File: src/rtl/fapx_pkg.sv
package fapx_pkg;

  localparam int SC_SH = 30;

  typedef enum logic [1:0] {
    FN_SIN  = 2'b00,
    FN_COS  = 2'b01,
    FN_ATAN = 2'b10,
    FN_SQRT = 2'b11
  } fapx_fn_e;

  function automatic longint fx_mul(input longint a, input longint b);
    return (a * b) >>> SC_SH;
  endfunction

  function automatic longint fx_isqrt(input longint v_in);
    longint v;
    longint res;
    longint bitv;
    v = v_in;
    res = 0;
    bitv = longint'(1) <<< 62;
    while (bitv > v) bitv = bitv >>> 2;
    while (bitv != 0) begin
      if (v >= res + bitv) begin
        v = v - (res + bitv);
        res = (res >>> 1) + bitv;
      end else begin
        res = res >>> 1;
      end
      bitv = bitv >>> 2;
    end
    return res;
  endfunction

  function automatic longint fx_sqrt(input longint x);
    return fx_isqrt(x <<< SC_SH);
  endfunction

  function automatic longint fx_sin(input longint x);
    longint term;
    longint acc;
    term = x;
    acc = x;
    for (int k = 1; k <= 8; k++) begin
      term = -fx_mul(fx_mul(term, x), x) / longint'((2 * k) * (2 * k + 1));
      acc = acc + term;
    end
    return acc;
  endfunction

  function automatic longint fx_cos(input longint x);
    longint term;
    longint acc;
    term = longint'(1) <<< SC_SH;
    acc = term;
    for (int k = 1; k <= 8; k++) begin
      term = -fx_mul(fx_mul(term, x), x) / longint'((2 * k - 1) * (2 * k));
      acc = acc + term;
    end
    return acc;
  endfunction

  function automatic longint fx_atan(input longint x);
    longint one;
    longint u;
    longint u2;
    longint p;
    longint acc;
    one = longint'(1) <<< SC_SH;
    u = (x <<< SC_SH) / (one + fx_sqrt(one + fx_mul(x, x)));
    u2 = fx_mul(u, u);
    p = u;
    acc = u;
    for (int k = 1; k <= 14; k++) begin
      p = fx_mul(p, u2);
      if (k % 2 == 1) acc = acc - p / longint'(2 * k + 1);
      else            acc = acc + p / longint'(2 * k + 1);
    end
    return 2 * acc;
  endfunction

  function automatic longint to_q(input longint v, input int frac, input int dw);
    longint q;
    longint hi;
    int sh;
    sh = SC_SH - frac;
    q = (v + (longint'(1) <<< (sh - 1))) >>> sh;
    hi = (longint'(1) <<< (dw - 1)) - 1;
    if (q > hi) q = hi;
    if (q < -hi - 1) q = -hi - 1;
    return q;
  endfunction

  // Value (deriv = 0) or first derivative (deriv = 1) at table point idx / 2^idx_w.
  function automatic longint tab_entry(input int fn, input int idx, input int idx_w,
                                       input int frac, input int dw, input bit deriv);
    longint one;
    longint x;
    longint r;
    one = longint'(1) <<< SC_SH;
    x = longint'(idx) <<< (SC_SH - idx_w);
    case (fn)
      0:       r = deriv ? fx_cos(x) : fx_sin(x);
      1:       r = deriv ? -fx_sin(x) : fx_cos(x);
      2:       r = deriv ? (one <<< SC_SH) / (one + fx_mul(x, x)) : fx_atan(x);
      default: r = deriv ? -((one <<< SC_SH) / (2 * fx_sqrt(one - x))) : fx_sqrt(one - x);
    endcase
    return to_q(r, frac, dw);
  endfunction

endpackage

File: src/rtl/fapx_rom.sv
module fapx_rom #(
  parameter int IDX_W = 5,
  parameter int DAT_W = 16,
  parameter int FRAC  = 13
) (
  input  logic [1:0]              fn,
  input  logic [IDX_W-1:0]        idx,
  output logic signed [DAT_W-1:0] val,
  output logic signed [DAT_W-1:0] der
);
  localparam int DEPTH = 1 << IDX_W;
  localparam int NFN   = 4;

  logic signed [DAT_W-1:0] val_tab [NFN][DEPTH];
  logic signed [DAT_W-1:0] der_tab [NFN][DEPTH];

  for (genvar f = 0; f < NFN; f++) begin : g_fn
    for (genvar i = 0; i < DEPTH; i++) begin : g_pt
      localparam logic signed [DAT_W-1:0] VAL_C =
        DAT_W'(fapx_pkg::tab_entry(f, i, IDX_W, FRAC, DAT_W, 1'b0));
      localparam logic signed [DAT_W-1:0] DER_C =
        DAT_W'(fapx_pkg::tab_entry(f, i, IDX_W, FRAC, DAT_W, 1'b1));
      assign val_tab[f][i] = VAL_C;
      assign der_tab[f][i] = DER_C;
    end
  end

  always_comb begin
    val = val_tab[fn][idx];
    der = der_tab[fn][idx];
  end
endmodule

File: src/rtl/fapx_mulrnd.sv
module fapx_mulrnd #(
  parameter int DAT_W = 16,
  parameter int LO_W  = 5,
  parameter int SH    = 10
) (
  input  logic                    clk,
  input  logic                    rst_q,
  input  logic                    in_vld,
  input  logic signed [DAT_W-1:0] in_val,
  input  logic signed [DAT_W-1:0] in_der,
  input  logic [LO_W-1:0]         in_lo,
  output logic                    out_vld,
  output logic signed [DAT_W-1:0] out_val,
  output logic signed [DAT_W-1:0] out_prod
);
  localparam int PW = DAT_W + LO_W + 1;
  localparam int RW = PW - SH;
  localparam logic signed [PW-1:0] RND_C = PW'(1) <<< (SH - 1);

  logic signed [PW-1:0]    prod_full;
  logic signed [RW-1:0]    prod_q;
  logic                    vld_d;
  logic signed [DAT_W-1:0] val_d;
  logic signed [DAT_W-1:0] prod_d;

  // next-state
  always_comb begin
    prod_full = PW'(in_der) * $signed({1'b0, in_lo});
    prod_q    = RW'((prod_full + RND_C) >>> SH);
    vld_d     = in_vld;
    val_d     = in_val;
    prod_d    = DAT_W'(prod_q);
  end

  always_ff @(posedge clk or negedge rst_q) begin
    if (!rst_q) out_vld <= 1'b0;
    else        out_vld <= vld_d;
  end

  always_ff @(posedge clk) begin
    if (in_vld) begin
      out_val  <= val_d;
      out_prod <= prod_d;
    end
  end

  function automatic logic [DAT_W:0] mag(input logic signed [DAT_W-1:0] v);
    return v[DAT_W-1] ? (DAT_W+1)'(-$signed({v[DAT_W-1], v})) : (DAT_W+1)'(v);
  endfunction

  AST_RND_BOUND: assert property (@(posedge clk) disable iff (!rst_q)
    in_vld |=> mag(out_prod) <= mag($past(in_der)));
endmodule

File: src/rtl/fapx_addsat.sv
module fapx_addsat #(
  parameter int DAT_W = 16
) (
  input  logic                    clk,
  input  logic                    rst_q,
  input  logic                    in_vld,
  input  logic signed [DAT_W-1:0] in_val,
  input  logic signed [DAT_W-1:0] in_prod,
  output logic                    out_vld,
  output logic signed [DAT_W-1:0] out_data
);
  localparam logic signed [DAT_W-1:0] MAXV = {1'b0, {(DAT_W-1){1'b1}}};
  localparam logic signed [DAT_W-1:0] MINV = {1'b1, {(DAT_W-1){1'b0}}};

  logic signed [DAT_W:0]   sum;
  logic signed [DAT_W-1:0] sat_d;

  always_comb begin
    sum = {in_val[DAT_W-1], in_val} + {in_prod[DAT_W-1], in_prod};
    if (sum[DAT_W] != sum[DAT_W-1]) sat_d = sum[DAT_W] ? MINV : MAXV;
    else                            sat_d = sum[DAT_W-1:0];
  end

  always_ff @(posedge clk or negedge rst_q) begin
    if (!rst_q) out_vld <= 1'b0;
    else        out_vld <= in_vld;
  end

  always_ff @(posedge clk) begin
    if (in_vld) out_data <= sat_d;
  end

  AST_ADD_STAGE_QUIET: assert property (@(posedge clk) disable iff (!rst_q)
    !in_vld |=> !out_vld);
endmodule

File: src/rtl/fapx_top.sv
module fapx_top #(
  parameter int ARG_W  = 10,
  parameter int IDX_W  = 5,
  parameter int OUT_W  = 16,
  parameter int OUT_FR = 13
) (
  input  logic             clk,
  input  logic             rst_n,
  input  logic             in_valid,
  input  logic [1:0]       in_fn,
  input  logic [ARG_W-1:0] in_arg,
  output logic             out_valid,
  output logic [OUT_W-1:0] out_data
);
  localparam int LO_W = ARG_W - IDX_W;

  logic rst_meta, rst_q;

  always_ff @(posedge clk or negedge rst_n) begin
    if (!rst_n) begin
      rst_meta <= 1'b0;
      rst_q    <= 1'b0;
    end else begin
      rst_meta <= 1'b1;
      rst_q    <= rst_meta;
    end
  end

  // stage 1: argument buffers
  logic             s1_vld;
  logic [1:0]       s1_fn;
  logic [IDX_W-1:0] s1_idx;
  logic [LO_W-1:0]  s1_lo;

  always_ff @(posedge clk or negedge rst_q) begin
    if (!rst_q) s1_vld <= 1'b0;
    else        s1_vld <= in_valid;
  end

  always_ff @(posedge clk) begin
    if (in_valid) begin
      s1_fn  <= in_fn;
      s1_idx <= in_arg[ARG_W-1 -: IDX_W];
      s1_lo  <= in_arg[LO_W-1:0];
    end
  end

  // stage 2: table read
  logic signed [OUT_W-1:0] rom_val, rom_der;
  logic                    s2_vld;
  logic signed [OUT_W-1:0] s2_val, s2_der;
  logic [LO_W-1:0]         s2_lo;

  fapx_rom #(.IDX_W(IDX_W), .DAT_W(OUT_W), .FRAC(OUT_FR)) u_rom (
    .fn  (s1_fn),
    .idx (s1_idx),
    .val (rom_val),
    .der (rom_der)
  );

  always_ff @(posedge clk or negedge rst_q) begin
    if (!rst_q) s2_vld <= 1'b0;
    else        s2_vld <= s1_vld;
  end

  always_ff @(posedge clk) begin
    if (s1_vld) begin
      s2_val <= rom_val;
      s2_der <= rom_der;
      s2_lo  <= s1_lo;
    end
  end

  // stage 3: rounded derivative product
  logic                    s3_vld;
  logic signed [OUT_W-1:0] s3_val, s3_prod;

  fapx_mulrnd #(.DAT_W(OUT_W), .LO_W(LO_W), .SH(ARG_W)) u_mul (
    .clk      (clk),
    .rst_q    (rst_q),
    .in_vld   (s2_vld),
    .in_val   (s2_val),
    .in_der   (s2_der),
    .in_lo    (s2_lo),
    .out_vld  (s3_vld),
    .out_val  (s3_val),
    .out_prod (s3_prod)
  );

  // stage 4: saturating sum
  logic signed [OUT_W-1:0] s4_data;

  fapx_addsat #(.DAT_W(OUT_W)) u_add (
    .clk      (clk),
    .rst_q    (rst_q),
    .in_vld   (s3_vld),
    .in_val   (s3_val),
    .in_prod  (s3_prod),
    .out_vld  (out_valid),
    .out_data (s4_data)
  );

  assign out_data = s4_data;

  AST_LATENCY_HIT: assert property (@(posedge clk) disable iff (!rst_q)
    in_valid |-> ##4 out_valid);
  AST_LATENCY_MISS: assert property (@(posedge clk) disable iff (!rst_q)
    !in_valid |-> ##4 !out_valid);
  AST_RESULT_NONNEG: assert property (@(posedge clk) disable iff (!rst_q)
    out_valid |-> !out_data[OUT_W-1]);
endmodule

File: config.mk
export PLATFORM = sky130hd
export DESIGN_NAME = fapx_top
export DESIGN_NICKNAME = d
export VERILOG_FILES = /design/src/rtl/fapx_pkg.sv /design/src/rtl/fapx_rom.sv /design/src/rtl/fapx_mulrnd.sv /design/src/rtl/fapx_addsat.sv /design/src/rtl/fapx_top.sv
export SDC_FILE = /design/constraint.sdc
export NUM_CORES = 1
export LEC_CHECK = 0
export BUFFER_PORTS_ARGS = -buffer_cell sky130_fd_sc_hd__buf_4
export CORE_ASPECT_RATIO = 1.5
export CORE_MARGIN = 2
export CORE_UTILIZATION = 26
export CTS_BUF_LIST = sky130_fd_sc_hd__clkbuf_4
export DETAILED_ROUTE_END_ITERATION = 8
export PLACE_DENSITY = 0.46
export SKIP_LAST_GASP = 1
export SLEW_MARGIN = 20
export SYNTH_ARGS = -nofsm -noshare
export SYNTH_HDL_FRONTEND = slang
export SYNTH_SLANG_ARGS = --single-unit
File: constraint.sdc
create_clock -name clk -period 0.9 [get_ports clk]
set_input_delay 0.225 -clock clk [delete_from_list [all_inputs] [get_ports clk]]
set_output_delay 0.225 -clock clk [all_outputs]
set_load 0.01 [all_outputs]
# Yosys cells after proc, flatten, opt, wreduce, memory -nomap -nowiden
# Index checks and enable logic that the tools add are counted.
# word_totals
reg_bits	99
latch_bits	0
mem_bits_rw	0
rom_bits	0
in_bits	15
out_inout_bits	17
word_cells	37
mem_count	0
# classes
add_sub_neg	2
n_mul	1
div_mod_pow	0
magnitude_cmp	2
eq_ne	1
n_shift	0
muxes	14
bitwise_logic	2
n_reduce_logical	0
# ops
cell	n
binary-select mux 512 bit (select 2 bit)	2
2-to-1 mux 512 bit	4
binary-select mux 16 bit (select 5 bit)	2
2-to-1 mux 16 bit	6
adder 22 x 11 -> 22 bit, second input constant	1
multiplier 16 x 6 -> 22 bit	1
adder 16 x 12 -> 17 bit	1
greater-or-equal comparator 6 bit, second input constant	1
NOT 5 -> 6 bit	1
greater-or-equal comparator 3 bit, second input constant	1
NOT 2 -> 3 bit	1
inequality test 1 bit	1

# Depth between registers and ports, before layout
# depth
word_depth	7
ltp_mapped	16
mapped_depth_nobuf	15

# Hierarchy
# A second synthesis with hierarchy kept.
# unflattened
cells_unflattened	1336
area_unflattened_um2	11667.4
# by_module_without_submodules
module	instances	cells_each	area_per_inst_um2	seq_area_each_um2
fapx_rom	1	750	4533.1	0.0
fapx_mulrnd	1	330	3688.5	865.8
fapx_addsat	1	202	1870.5	505.5
fapx_top	1	54	1575.3	1571.5

# Least setup slack after synthesis
# OpenSTA, ideal clock, no wires.
# synth_timing
path_kind	reg-to-reg
startpoint	reg s2_lo[1]
endpoint	reg u_mul.out_prod[7], data pin
setup_time_ns	0.259
arrival_ns	4.190
required_time_ns	0.641
path_slack_ns	-3.549
stages_incl_launch_ff	14
n_path_buf	1
period_less_slack_ns	4.449
cell_sequence	edfxtp_1 > clkbuf_1 > and2_1 > fa_1 > fa_1 > fa_1 > fa_1 > ha_1 > nand3_1 > o221ai_1 > o21a_1 > a311o_1 > a21bo_1 > xor2_1
# synth_between
elab_chain_cells	2
# synth_lines
element	line	rtl
from (decl)	fapx_top.sv:52	logic [LO_W-1:0] s2_lo;
from (signal assigned)	fapx_top.sv:70	s2_lo <= s1_lo;
multiplier 16 x 6 -> 22 bit	fapx_mulrnd.sv:28	prod_full = PW'(in_der) * $signed({1'b0, in_lo});
adder 22 x 11 -> 22 bit	fapx_mulrnd.sv:29	prod_q = RW'((prod_full + RND_C) >>> SH);
net u_mul.prod_d[7]	fapx_mulrnd.sv:24	logic signed [DAT_W-1:0] prod_d;
to (signal assigned)	fapx_mulrnd.sv:43	out_prod <= prod_d;
to (decl)	fapx_mulrnd.sv:14	output logic signed [DAT_W-1:0] out_prod
# The timed path passes the listed nets, and every way through them passes these cells.
# A chain may end at the register's enable or synchronous reset.

# Worst setup path after layout
# layout_timing
startpoint	reg s2_lo[1]
endpoint	reg, netlist name u_mul.out_prod[11]
# layout_between
elab_chain_cells	2
# layout_lines
element	line
multiplier 16 x 6 -> 22 bit	fapx_mulrnd.sv:28
adder 22 x 11 -> 22 bit	fapx_mulrnd.sv:29
net u_mul.prod_d[11]	fapx_mulrnd.sv:24
# The timed path passes the listed nets, and every way through them passes these cells.

==> flow_summary.yaml <==
timing:
  max_slew.worst_pin.slew_ps: 545
  finalWorstSetupSlack_ps: -3420
  setup_violations: 136
  finalClockSkew_ps: 67.2
  slew_headroom: 0.632
  rsz0062_at_grt: "yes"
  hold_slack_ps: 97.3
  finalCritPeriodShare: 4.80
  fin_crit_ps: 4320
  final.setup.tns_ps: -122140
  slew_viol_final: 0
  hold_viol: 0
  max_clock_freq_mhz: 231
power_and_ir_drop:
  p_leak_nw: 7.43
  vdd_ir_drop_max_uv: 1200
  powerDensity_nw_per_um2: 2320
global_routing:
  gr-usage-all-layers: 0.239
  grt_pass1_vias: 12681
  grt_pass1_wl_um: 77100
  antenna_found_initial: 1
  grt_max_degree: 26
  overflow: 0
synth:
  synth-edff-count: 89
  yosysSeqAreaShare: 0.257
  postSynthCellCount: 1252
  avgSynthCellArea_um2: 8.77
  async_reset_ff_frac: 0.0632
  synth_ff_type: "edfxtp_1"
  yosysWarnings: 0
  synth_seq_cells: 95
  syn_area_um2: 11000
  ys_types: 89
  synth_nets: 1397
routing:
  viasPerCell: 5.33
  ant_nets: 0
  num_vias: 12176
  drc: 0
  first_iter_violations: 764
  drt_pass1_iterations: 5
  route.detailed.wl_per_inst_um: 22.7
  wl_um: 51900
clocking:
  clkSlewWorstSetupHoldPaths_ps: 230
  cts_made_buffers: 9
  cts_buffer_depth: 2
  cts_tree: "done"
  htree_levels: 3
  worstSkewPairLatency_ps: 570
  cts.sinks: 95
  ctsRootBufferMaster: "clkbuf_4"
cells_and_area:
  fillers: 4234
  drive_above_1_share: 0.482
  num-nets-final: 1859
  fin_area_um2: 17800
  fin_cells: 2285
  area.growth.synth_to_final_pct: 62.5
placement:
  port_buffers: 31
  dp.cells: 2171
  dp_hpwl_um: 40300
  post_dp_cell_area_um2: 15100
  gp_congestion: 1.04
  pre_cts_ws_ps: -3470
worst_setup_path:
  crit_path_start_kind: "flop"
  worstPathRequired_ps: 1260
  crit_path_max_fanout: 7
  arrival_ps: 4680
  crit_type: "reg -> reg"
  critical_path.endpoint_type: "flop"
status:
  status: "complete, but fails checks"
  violations: "setup timing"
floorplanning:
  dieArea_um2: 43900
  num_rows: 92
  die_w_um: 172
  die_h_um: 256
  core_um2: 41900
  start_util: 0.262
  ioPinCount: 32
min_path:
  worstHoldPathType: "reg -> async"
run:
  maxCapViolations: 0
==> layout make-up <==
| cell class | instances | area, um2 | share of cell area |
|---|---|---|---|
| Sequential cell | 95 | 2830 | 0.159 |
| Multi-Input combinational cell | 998 | 9060 | 0.508 |
| Clock inverter | 7 | 86.3 | 0.00484 |
| Inverter | 57 | 230 | 0.0129 |
| Antenna cell | 2 | 5.00 | 0.000280 |
| Timing Repair Buffer | 553 | 4860 | 0.272 |
| Clock buffer | 9 | 67.6 | 0.00379 |
| Tap cell | 564 | 706 | 0.0395 |
==> through the flow <==
stage	power, mW	utilization
after floorplan	22.9	-
after global placement	33.3	0.360
after detailed placement	33.5	0.360
after CTS	39.7	0.407
after global routing	44.5	0.426
final	41.4	0.426
==> final timing paths <==
kind                               startpoint                      endpoint  slack, ps  cells past startpoint
max                        s2_lo[1]$_DFFE_PP_  u_mul.out_prod[11]$_DFFE_PP_      -3420                     12
min                           rst_q$_DFF_PN0_              s1_vld$_DFF_PN0_        100                      0
max reg2reg                s2_lo[1]$_DFFE_PP_  u_mul.out_prod[11]$_DFFE_PP_      -3420                     12
min reg2reg                   rst_q$_DFF_PN0_              s1_vld$_DFF_PN0_        100                      0
max in group asynchronous               rst_n               rst_q$_DFF_PN0_        320                      3
min in group clk                     in_fn[1]            s1_fn[1]$_DFFE_PP_        350                      2
==> where the power goes <==
group	switching, mW	internal (mW)	leakage [nW]
Sequential	0.645	6.74	0.930
Clock	1.89	0.673	0.0809
Combinational	15.5	15.9	6.42
==> registers in the layout, indices dropped and copies added (netlist names) <==
signal          cells
rst_meta            1
u_add.out_vld       1
s2_lo               5
u_mul.out_prod     12
s1_vld              1
u_add.out_data     16
u_mul.out_val      14
s2_val             14
u_mul.out_vld       1
s1_lo               5
rst_q               1
s2_der             16
s1_fn               2
s1_idx              5
s2_vld              1
==> synth_stat cells (8+ instances only) <==
library cell,instances,area share
a211oi_1,29,0.020
a21o_1,12,0.0082
a21oi_1,103,0.047
a311oi_1,10,0.0080
a31oi_1,20,0.011
and2_1,80,0.046
buf_1,9,0.0031
buf_2,43,0.020
clkbuf_1,38,0.013
edfxtp_1,89,0.24
fa_1,50,0.091
ha_1,80,0.091
inv_1,56,0.019
mux4_2,8,0.016
nand2_1,103,0.035
nand2b_1,22,0.013
nand3_1,29,0.013
nor2_1,67,0.023
nor2b_1,32,0.018
nor3_1,31,0.014
o211ai_1,30,0.021
o21ai_0,88,0.040
o21ai_1,11,0.0050
o221ai_1,10,0.0080
o22ai_1,10,0.0057
o311ai_0,8,0.0064
o31ai_1,14,0.0096
xnor2_1,14,0.011
==> layout by cell type (no fill, tap or decap), types with 10 or more instances in the layout <==
| cell type | Yosys | final |
|---|---|---|
| edfxtp_1 | 89 | 89 |
| inv_1 | 56 | 46 |
| o211ai_1 | 30 | 30 |
| o21ai_2 | 1 | 14 |
| buf_4 | 7 | 430 |
| a21o_1 | 12 | 12 |
| nor2_1 | 67 | 47 |
| a211oi_1 | 29 | 19 |
| a31oi_1 | 20 | 13 |
| o21ai_1 | 11 | 35 |
| a21oi_1 | 103 | 75 |
| dlygate4sd3_1 | 0 | 15 |
| ha_4 | 0 | 23 |
| a21oi_2 | 0 | 24 |
| nor3_1 | 31 | 22 |
| nand2b_1 | 22 | 14 |
| ha_1 | 80 | 56 |
| buf_6 | 4 | 77 |
| nand3_1 | 29 | 19 |
| nand2_1 | 103 | 88 |
| nor2_4 | 0 | 14 |
| nor2b_1 | 32 | 25 |
| o21ai_0 | 88 | 50 |
| fa_1 | 50 | 47 |
| buf_12 | 1 | 17 |
| xnor2_1 | 14 | 14 |
| buf_8 | 0 | 10 |
| and2_1 | 80 | 71 |
==> worst max-delay path, stage by stage (launching register included) <==
cell	delay, ps
edfxtp_1	530
and2_4	190
fa_1	500
fa_1	560
fa_1	420
fa_1	530
ha_4	220
nand3_4	80
o221ai_4	130
o21a_1	200
a311o_1	330
a21bo_1	230
a211oi_2	220
==> cells by family (layout without fill, tap and decap cells) <==
family / after synthesis / count (layout) / share of synthesized area
AO/OA/AOI/OAI: 422 / 422 / 0.259
AND/OR/NAND/NOR: 404 / 404 / 0.190
buffers and inverters: 159 / 626 / 0.0659
adder cells (fa/ha/maj): 130 / 130 / 0.182
flip-flops: 95 / 95 / 0.257
XOR/XNOR: 21 / 21 / 0.0174
multiplexers: 20 / 20 / 0.0279
other: 1 / 3 / 0.000341
==> layer usage <==
| metal | vias to the layer above | GRT usage | routed length (um) |
|---|---|---|---|
| met5 | - | 0 | 0 |
| met4 | 0 | 0.182 | 5240 |
| met3 | 245 | 0.0260 | 2040 |
| met2 | 480 | 0.440 | 27300 |
| met1 | 5892 | 0.241 | 17300 |
| li1 | 5559 | - | - |
==> timing repair <==
| item | in CTS | in global routing |
|---|---|---|
| hold buffers | 15 | 0 |
| hold endpoints to repair | 15 | 0 |
| setup endpoints to repair | 153 | 147 |
| gates resized for setup | 251 | 144 |
| pin swaps | 97 | 94 |
| gates cloned | 5 | 0 |
| buffers inserted | 63 | 32 |
(Power assumes the default switching activity.)
